--- src/rtl/det_status_pkg.sv ---
// Package: shared widths, status bit positions and the interrupt source
// mask rule for the detector status collector.
// Assumes six detector flags and an eight-bit status byte.
package det_status_pkg;

    localparam int DET_N  = 6;
    localparam int STAT_W = 8;

    localparam int B_LOOP  = 0;
    localparam int B_CPROG = 1;
    localparam int B_ANS   = 2;
    localparam int B_CARR  = 3;
    localparam int B_UMARK = 4;
    localparam int B_RXD   = 5;

    // Which flag changes may raise an interrupt in the given context.
    function automatic logic [DET_N-1:0] irq_source_mask(input logic tx_on,
                                                         input logic dtmf_on);
        logic [DET_N-1:0] m;
        m          = '0;
        m[B_CPROG] = ~tx_on;
        m[B_ANS]   = ~tx_on;
        m[B_CARR]  = ~dtmf_on;
        m[B_UMARK] = 1'b1;
        return m;
    endfunction

endpackage

--- src/rtl/det_sync.sv ---
// Module: det_sync
// Two-flop synchroniser, one chain per bit. Assumes each input bit is an
// independent level and that a two-cycle settling delay is acceptable.
module det_sync #(
    parameter int W = 6
) (
    input  logic         clk,
    input  logic         rst_n,
    input  logic [W-1:0] d_async,
    output logic [W-1:0] d_sync
);

    for (genvar i = 0; i < W; i++) begin : g_bit
        logic s1;
        logic s2;

        // Shift the raw level through two flops.
        always_ff @(posedge clk) begin
            if (!rst_n) begin
                s1 <= 1'b0;
                s2 <= 1'b0;
            end else begin
                s1 <= d_async[i];
                s2 <= s1;
            end
        end

        assign d_sync[i] = s2;
    end

endmodule

--- src/rtl/det_edge.sv ---
// Module: det_edge
// Holds the current status vector and flags every bit whose synchronised
// value differs from the held one. Assumes the input is already synchronous.
module det_edge #(
    parameter int W = 6
) (
    input  logic         clk,
    input  logic         rst_n,
    input  logic [W-1:0] cur,
    output logic [W-1:0] held,
    output logic [W-1:0] chg
);

    // Capture the synchronised flags as the visible status.
    always_ff @(posedge clk) begin
        if (!rst_n) held <= '0;
        else        held <= cur;
    end

    assign chg = cur ^ held;

    // held status tracks the synchronised flags one cycle later
    p_status_follow_r3: assert property (@(posedge clk) disable iff (!rst_n)
        rst_n |=> held == $past(cur));

endmodule

--- src/rtl/det_irq_ctl.sv ---
// Module: det_irq_ctl
// Turns masked flag changes into a sticky interrupt, cleared by a status
// read, by the enable dropping, or by power-down. Assumes chg is valid for
// the cycle in which the status register takes the new value.
module det_irq_ctl
    import det_status_pkg::*;
(
    input  logic             clk,
    input  logic             rst_n,
    input  logic [DET_N-1:0] chg,
    input  logic             irq_en,
    input  logic             tx_en,
    input  logic             dtmf_tx,
    input  logic             pwr_down,
    input  logic             stat_rd,
    output logic             irq_n
);

    logic [DET_N-1:0] src_ok;
    logic             set_evt;
    logic             pend;

    // Decide which changes count in this cycle's context.
    always_comb begin
        src_ok  = irq_source_mask(tx_en, dtmf_tx);
        set_evt = (|(chg & src_ok)) & irq_en & ~pwr_down;
    end

    // Sticky interrupt: set by an event, cleared by read, enable or power.
    always_ff @(posedge clk) begin
        if (!rst_n)                  pend <= 1'b0;
        else if (!irq_en || pwr_down) pend <= 1'b0;
        else if (set_evt)            pend <= 1'b1;
        else if (stat_rd)            pend <= 1'b0;
    end

    assign irq_n = ~pend;

    // disabled interrupt leaves the pin high next cycle
    p_en_gate_r4: assert property (@(posedge clk) disable iff (!rst_n)
        !irq_en |=> irq_n);

    // power-down leaves the pin high next cycle
    p_pwr_quiet_r8: assert property (@(posedge clk) disable iff (!rst_n)
        pwr_down |=> irq_n);

    // a read with no fresh event releases the pin
    p_rd_clear_r9: assert property (@(posedge clk) disable iff (!rst_n)
        (stat_rd && !set_evt) |=> irq_n);

    // the pin only stays low while no read is seen
    p_hold_r9: assert property (@(posedge clk) disable iff (!rst_n)
        (!irq_n && !stat_rd && irq_en && !pwr_down) |=> !irq_n);

    // a falling pin always has an unmasked change behind it
    p_cause_r10: assert property (@(posedge clk) disable iff (!rst_n)
        $fell(irq_n) |-> $past(set_evt));

endmodule

--- src/rtl/det_status_irq.sv ---
// Module: det_status_irq
// Top: synchronises six detector flags, presents them as a status byte and
// drives an active-low change interrupt with context masking.
// Assumes stat_rd is a single-cycle strobe from the host interface.
module det_status_irq
    import det_status_pkg::*;
(
    input  logic              clk,
    input  logic              rst_n,
    input  logic [DET_N-1:0]  det_raw,
    input  logic              irq_en,
    input  logic              tx_en,
    input  logic              dtmf_tx,
    input  logic              pwr_down,
    input  logic              stat_rd,
    output logic [STAT_W-1:0] stat_q,
    output logic              irq_n
);

    localparam int PAD_W = STAT_W - DET_N;

    logic [DET_N-1:0] det_s;
    logic [DET_N-1:0] det_held;
    logic [DET_N-1:0] det_chg;

    det_sync #(.W(DET_N)) u_sync (
        .clk     (clk),
        .rst_n   (rst_n),
        .d_async (det_raw),
        .d_sync  (det_s)
    );

    det_edge #(.W(DET_N)) u_edge (
        .clk   (clk),
        .rst_n (rst_n),
        .cur   (det_s),
        .held  (det_held),
        .chg   (det_chg)
    );

    det_irq_ctl u_irq (
        .clk      (clk),
        .rst_n    (rst_n),
        .chg      (det_chg),
        .irq_en   (irq_en),
        .tx_en    (tx_en),
        .dtmf_tx  (dtmf_tx),
        .pwr_down (pwr_down),
        .stat_rd  (stat_rd),
        .irq_n    (irq_n)
    );

    assign stat_q = {{PAD_W{1'b0}}, det_held};

    // unused upper status bits read zero
    always_comb begin
        p_pad_zero_r3: assert (stat_q[STAT_W-1:DET_N] == '0);
    end

endmodule

--- config.mk ---
export PLATFORM = sky130hd
export DESIGN_NAME = det_status_irq
export DESIGN_NICKNAME = d
export VERILOG_FILES = /design/src/rtl/det_status_pkg.sv /design/src/rtl/det_sync.sv /design/src/rtl/det_edge.sv /design/src/rtl/det_irq_ctl.sv /design/src/rtl/det_status_irq.sv
export SDC_FILE = /design/constraint.sdc
export NUM_CORES = 1
export LEC_CHECK = 0
export BUFFER_PORTS_ARGS = -buffer_cell sky130_fd_sc_hd__buf_2
export CORE_UTILIZATION = 46
export CTS_CLUSTER_DIAMETER = 120
export DETAILED_ROUTE_END_ITERATION = 10
export GPL_ROUTABILITY_DRIVEN = 1
export PLACE_DENSITY = 0.71
export SYNTH_ARGS = -nofsm -noshare
export SYNTH_HDL_FRONTEND = slang
export SYNTH_HIERARCHICAL = 1
export SYNTH_SLANG_ARGS = --single-unit
--- constraint.sdc ---
create_clock -name clk -period 1.27 [get_ports clk]
set_input_delay 0.1905 -clock clk [delete_from_list [all_inputs] [get_ports clk]]
set_output_delay 0.1905 -clock clk [all_outputs]
set_load 0.01 [all_outputs]
# == Yosys cells after proc, flatten, opt, wreduce, memory -nomap -nowiden ==
# Cells that the tools add are included.
# classes
muxes,2
bitwise,9
reduce_logical,5
# ops
op,n
$and 6x5->6,1
$reduce_or 6->1,1
$xor 6x6->6,1
$not 1->1,5
$and 1x1->1,2
$mux 1,2
$reduce_bool 2->1,1
$reduce_or 2->1,1
$logic_not 1->1,1
$logic_or 1x1->1,1
# word_totals
register_bits,19
in_bits,13
elab_cells,30

# == Depth between registers and ports, before layout ==
# Gate-level depths: netlist of the first run.
# logic_depth
ltp_word,6
mapped_depth,5

# == Modules after synthesis ==
# The synthesis of the first run kept the hierarchy.
# modules_own_cells
module,n_inst,cells_per_inst,area_each_um2
det_sync,1,31,381.6
det_edge,1,18,210.2
det_irq_ctl,1,9,57.6
det_status_irq,1,3,18.8

# == Worst setup path before layout of the first run ==
# No wires, ideal clock.
# synth_timing
kind,reg-to-reg
startpoint,register u_sync.g_bit[2].s2
endpoint,register u_irq.pend
t_arrival_ps,908
required_time_ps,1150
setup_slack_ps,242
path_stages_with_launch,6
path_buffers,1
path_cell_list,dfxtp_1 -> buf_4 -> xor2_1 -> nor2_1 -> nor2_1 -> o31a_1
# synth_via
elab_chain_len,6
# synth_lines
item,line_no,source
from (decl),det_sync.sv:15,logic s2;
from (signal assigned),det_sync.sv:21,s2 <= 1'b0;
from (signal assigned),det_sync.sv:24,s2 <= s1;
$xor 6x6->6 (*),det_edge.sv:20,assign chg = cur ^ held;
net det_chg[2],det_status_irq.sv:24,logic [DET_N-1:0] det_chg;
$and 6x5->6 (*),det_irq_ctl.sv:26,set_evt = (|(chg & src_ok)) & irq_en & ~pwr_down;
$reduce_or 6->1 (*),det_irq_ctl.sv:26,
$and 1x1->1 (*) (2 in a row),det_irq_ctl.sv:26,
$mux 1 / $reduce_bool 2->1 (equally long branches),-,
to (signal assigned),det_irq_ctl.sv:32,else if (!irq_en || pwr_down) pend <= 1'b0;
to (signal assigned),det_irq_ctl.sv:33,else if (set_evt) pend <= 1'b1;
to (signal assigned),det_irq_ctl.sv:34,else if (stat_rd) pend <= 1'b0;
to (decl),det_irq_ctl.sv:21,logic pend;
# The timed path passes the listed nets; every way through them passes the cells marked *.
# A chain may end at the register's enable or synchronous reset.

# == Worst setup path after layout of the first run ==
# layout_timing
startpoint,register u_edge.held[2]
endpoint,register u_irq.pend
# layout_via
elab_chain_len,6
# layout_lines
item,line_no,source
from (decl),det_edge.sv:10,"output logic [W-1:0] held,"
from (signal assigned),det_edge.sv:17,else held <= cur;
$xor 6x6->6 (*),det_edge.sv:20,
net det_chg[2],det_status_irq.sv:24,
$and 6x5->6 (*),det_irq_ctl.sv:26,
$reduce_or 6->1 (*),det_irq_ctl.sv:26,
$and 1x1->1 (*) (2 in a row),det_irq_ctl.sv:26,
$mux 1 / $reduce_bool 2->1 (equally long branches),-,
# Marked as above.

==> results of run 1 <==
-- area by class of cell --
type                    count  area (µm²)  share of cell area, %
multi-input cells          30         195                   26.9
well taps                  15        18.8                   2.59
clock buffers               3        22.5                   3.11
repair buffers             19        95.1                   13.1
flip-flops and latches     19         380                   52.5
inverters                   2        7.51                   1.04
clock inverters             1        5.00                  0.691
-- metal layers --
| layer | share of wire [%] | up-vias | GRT usage (%) |
|---|---|---|---|
| met5 | 0 | - | 0 |
| met4 | 0.86 | 0 | 7.76 |
| met3 | 9.7 | 2 | 5.11 |
| met2 | 42 | 18 | 18.0 |
| met1 | 47 | 150 | 12.2 |
| li1 | - | 197 | - |
-- report_power, final --
part	switching [W]	internal, W
clock	0.000175	0.000117
sequential	0.00000718	0.000619
combinational	0.0000261	0.0000363
total	0.000208	0.000772
-- worst paths after layout --
check / end / slack, ns / depth (start not counted)
hold reg to reg: u_edge/held[0] / 0.43 / 1
setup reg to reg: u_irq/pend / 0.28 / 4
setup / recovery: u_irq/pend / 0.28 / 4
hold / removal: u_sync/g_bit[2].s1 / 0.10 / 2
-- flip-flops by register name, indices dropped and copies added, names as in the netlist --
register and flops:
u_irq/pend 1, u_sync/g_bit.s2 6, u_sync/g_bit.s1 6, u_edge/held 6
-- cell usage in the layout (no fill, tap or decap) --
master	n
buf_2	19
dfxtp_1	19
and2_1	10
and2_2	8
xor2_1	4
clkbuf_4	3
nor2_1	3
conb_1	2
inv_1	2
clkinv_2	1
o22ai_1	1
nand2_1	1
o31a_1	1
-- through the flow --
| step | setup WS (ns) | util, % | std cells |
|---|---|---|---|
| after floorplan | 0.242 | - | 60 |
| after global placement | 0.322 | 53.6 | 85 |
| after detailed placement | 0.291 | 53.6 | 85 |
| after CTS | 0.275 | 55.7 | 89 |
| after global routing | 0.217 | 55.7 | 89 |
| final | 0.282 | 55.7 | 89 |
==> metrics.csv, run 1 <==
metric,value,unit
routability cong.,0.539,
total design power,0.000981,W
number of antenna diodes,0,
Most common cell on crit path,nor2_1,
Tmin final,0.988,ns
Clock Tree Root,clkbuf_4,
peak supply drop,0.562,mV
Mapped Cells,59,
WL final,694,µm
IO Pins,22,
critical path required time,1.46,ns
Placed Area,697,µm²
die height,39.6,µm
HPWL after DPL,490,µm
first-pass GRT wire length,1120,µm
CP Class,register to register,
cell area power density,1350,nW/µm²
CTS sink cnt,19,
Syn-to-layout area delta,11.3,%
vias in the first global route,288,
max incr delay on CP,0.33,ns
CTS tree,yes,
GRT Total Usage,11.5,%
largest net degree at the start of global routing,20,
Initial Util,50.0,%
Min-Delay Path Class,primary input to register,
# Post-CTS Setup Buffers,0,
final instance area,724,µm²
P_leak,0.366,nW
initial antenna violation count,0,
core area,1300,µm²
HP Start,det_raw[2],
CP Max Fanout,2,
Setup TNS,0,ns
# H-tree levels,1,
vias per cell,4.12,
"Setup violations, final",0,
die area,1570,µm²
Worst-path clk slew,0.11,ns
clk_lat worst skew,0.29,ns
Max clock buf depth,2,
Critical Path Start Type,register,
type of destination of the critical path,register,
number of max-cap violations,0,
crit path max-delay cell type,dfxtp_1,
crit-path cells,xor2_1 -> nor2_1 -> nor2_1 -> o31a_1,
Final Max Tran Viols,0,
Min Hold Slack,0.101,ns
Worst R2R Start,u_edge/held[2],
CTS resizes,0,
std cell rows,13,
crit path from,u_edge/held[2],
Crit path max-delay family,flip-flops,
NumNets Final,88,
synth warn,6,
worst path arrival time,1.17,ns
"Hold Vio Cnt, Final",0,
status,completed,
share of layout cells above drive strength 1,41.9,%
drt initial violations,3,
Routed Antenna Nets,0,
TritonCTS buffer count,3,
mean post-synth cell area,11.0,µm²
Mapped Area,651,µm²
unrepaired setup endpoints after global routing,no,
number of fill cells in the layout,124,
clock skew,0.00349,ns
First-pass DRT Iterations,2,
Post-CTS Hold Fix Bufs,0,
DR vias,367,
Max Clk Rate,1010,MHz
residual DRC count,0,
global route overflow,0,
Die W,39.6,µm
crit share post-route,77.8,%
crit path buf inv count,0,
IO buf count,19,
DR WL/cell,7.80,µm
No activity file was read; power rests on OpenSTA's default activity.
==> run 2: changes to the inputs <==
--- a/config.mk
+++ b/config.mk
@@ -5,12 +5,13 @@
 export SDC_FILE = /design/constraint.sdc
 export NUM_CORES = 1
 export LEC_CHECK = 0
+export ABC_AREA = 1
 export BUFFER_PORTS_ARGS = -buffer_cell sky130_fd_sc_hd__buf_2
-export CORE_UTILIZATION = 46
+export CORE_UTILIZATION = 43
 export CTS_CLUSTER_DIAMETER = 120
 export DETAILED_ROUTE_END_ITERATION = 10
 export GPL_ROUTABILITY_DRIVEN = 1
-export PLACE_DENSITY = 0.71
+export PLACE_DENSITY = 0.68
 export SYNTH_ARGS = -nofsm -noshare
 export SYNTH_HDL_FRONTEND = slang
 export SYNTH_HIERARCHICAL = 1
==> constraint.sdc (replaced) <==
create_clock -name clk -period 0.8 [get_ports clk]
set_input_delay 0.12 -clock clk [delete_from_list [all_inputs] [get_ports clk]]
set_output_delay 0.12 -clock clk [all_outputs]
set_load 0.01 [all_outputs]
==> metrics.csv, run 2 <==
metric,value,unit,change
clk_lat worst skew,0.29,ns,about the same
first-pass GRT wire length,1500,µm,was 1120 µm
Worst Hold Depth,3,,was 2
Min Hold Slack,0.0623,ns,was 0.101 ns
initial antenna violation count,0,,unchanged
crit path buf inv count,2,,was 0
Crit path max-delay family,flip-flops,,unchanged
DR WL/cell,6.91,µm,was 7.80 µm
std cell rows,14,,was 13
Routed Antenna Nets,0,,unchanged
"Setup violations, final",8,,was 0
synth warn,6,,unchanged
TritonCTS buffer count,3,,unchanged
unrepaired setup endpoints after global routing,yes,,was no
GRT Total Usage,11.6,%,was 11.5%
"commonest cells after routing, fill and taps aside","nand2_1 (32), inv_1 (28), buf_2 (14), dfxtp_1 (10), dfxtp_2 (9)",,"was buf_2 (19), dfxtp_1 (19), and2_1 (10), and2_2 (8), xor2_1 (4)"
Non-Filler Instances,134,,was 89
DR vias,508,,was 367
core area,1520,µm²,was 1300 µm²
Worst-path clk slew,0.09,ns,was 0.11 ns
crit path max-delay cell type,dfxtp_2,,was dfxtp_1
Max clock buf depth,2,,unchanged
worst r2r path cells,7,,was 4
WL final,926,µm,was 694 µm
critical path required time,0.68,ns,was 1.46 ns
Largest regs,"u_edge/held (6), u_sync/g_bit.s1 (6), u_sync/g_bit.s2 (6)",,unchanged
setup slack after layout,-0.0873,ns,was 0.282 ns
CTS sink cnt,19,,unchanged
status,"finished, violations left",,was completed
NumNets Final,132,,was 88
# Post-CTS Setup Buffers,0,,unchanged
share of layout cells above drive strength 1,28.8,%,was 41.9%
CP Max Fanout,2,,unchanged
peak supply drop,1.06,mV,was 0.562 mV
crit-path cells,inv_2 -> buf_6,,was xor2_1 -> nor2_1 -> nor2_1 -> o31a_1
failing checks,negative setup slack,,
vias per cell,3.79,,was 4.12
Die W,42.8,µm,was 39.6 µm
Final Max Tran Viols,0,,unchanged
number of max-cap violations,0,,unchanged
Critical Path Start Type,register,,unchanged
worst path arrival time,0.77,ns,was 1.17 ns
clock skew,0.00639,ns,was 0.00349 ns
drt initial violations,1,,was 3
CP Class,register to output port,,was register to register
die height,42.8,µm,was 39.6 µm
number of antenna diodes,0,,unchanged
"most common cell after layout, fill and taps aside",nand2_1,,
Min-Delay Path Class,primary input to register,,unchanged
IO buf count,19,,unchanged
largest net degree at the start of global routing,20,,unchanged
Initial Util,47.0,%,was 50.0%
total design power,0.00161,W,was 0.000981 W
IO Pins,22,,unchanged
global route overflow,0,,unchanged
First-pass DRT Iterations,2,,unchanged
Levels on crit path,2,,was 4
vias in the first global route,405,,was 288
Clock Tree Root,clkbuf_4,,unchanged
HPWL after DPL,598,µm,was 490 µm
# H-tree levels,1,,unchanged
Mapped Area,716,µm²,was 651 µm²
residual DRC count,0,,unchanged
max incr delay on CP,0.34,ns,was 0.33 ns
cell area power density,1800,nW/µm²,was 1350 nW/µm²
Tmin final,0.887,ns,
placed insts,124,,was 85
"Hold Vio Cnt, Final",0,,unchanged
Setup TNS,-0.515,ns,was 0 ns
die area,1830,µm²,was 1570 µm²
Mapped Cells,97,,was 59
routability cong.,0.656,,was 0.539
Syn-to-layout area delta,24.8,%,was 11.3%
Max Clk Rate,1130,MHz,
CTS tree,yes,,unchanged
mean post-synth cell area,7.38,µm²,was 11.0 µm²
type of destination of the critical path,output port,,was register
dpl ws,-0.0505,ns,was 0.291 ns
crit share post-route,111,%,
P_leak,0.553,nW,was 0.366 nW
## run 2: power breakdown
part / total, W / internal (W) / switching (W)
clock: 0.000460 / 0.000186 / 0.000274
sequential: 0.00100 / 0.000986 / 0.0000166
combinational: 0.000147 / 0.0000800 / 0.0000666
## run 2: per-stage QoR
step                utilization, %  cell area, µm²
global placement              50.4             768
detailed placement            50.4             768
finish                        58.6             893
global route                  58.6             893
CTS                           58.1             886
floorplan                        -             724
## run 2: final cells by class
cell class,count,area (µm²)
Clock buffer,3,22.5
Clock inverter,1,5.00
Fill cell,142,631
Inverter,30,113
Multi-Input combinational cell,40,155
Sequential cell,19,392
Tap cell,16,20.0
Timing Repair Buffer,25,186
## run 2: path summary, 6_finish.rpt
check / slack [ns] / start / to
worst max-delay path: -0.09 / u_irq/pend / irq_n
worst min register to register: 0.41 / u_sync/g_bit[0].s2 / u_edge/held[0]
worst min-delay path: 0.06 / pwr_down / u_irq/pend
worst max register to register: -0.07 / u_edge/held[2] / u_irq/pend
## run 2: repair_timing
| item | in CTS | in global routing |
|---|---|---|
| endpoints found under the setup margin | 8 | 8 |
| gates resized for setup | 8 | 4 |
| hold buffers | 6 | 0 |
| pin swaps | 0 | 4 |
| hold endpoints to repair | 6 | 0 |
## run 2: per-layer routing
layer,up-vias,track usage (%),share of wire [%]
met3,2,2.55,4.9
met4,0,13.1,1.5
li1,293,-,-
met1,197,12.6,48
met2,16,17.3,46
met5,-,0,0
## run 2: tightest hold or removal path: cells and delay by family
kind                   cells  cell delay [ns]
buffers and inverters      1             0.07
and+or+nand+nor            2             0.13
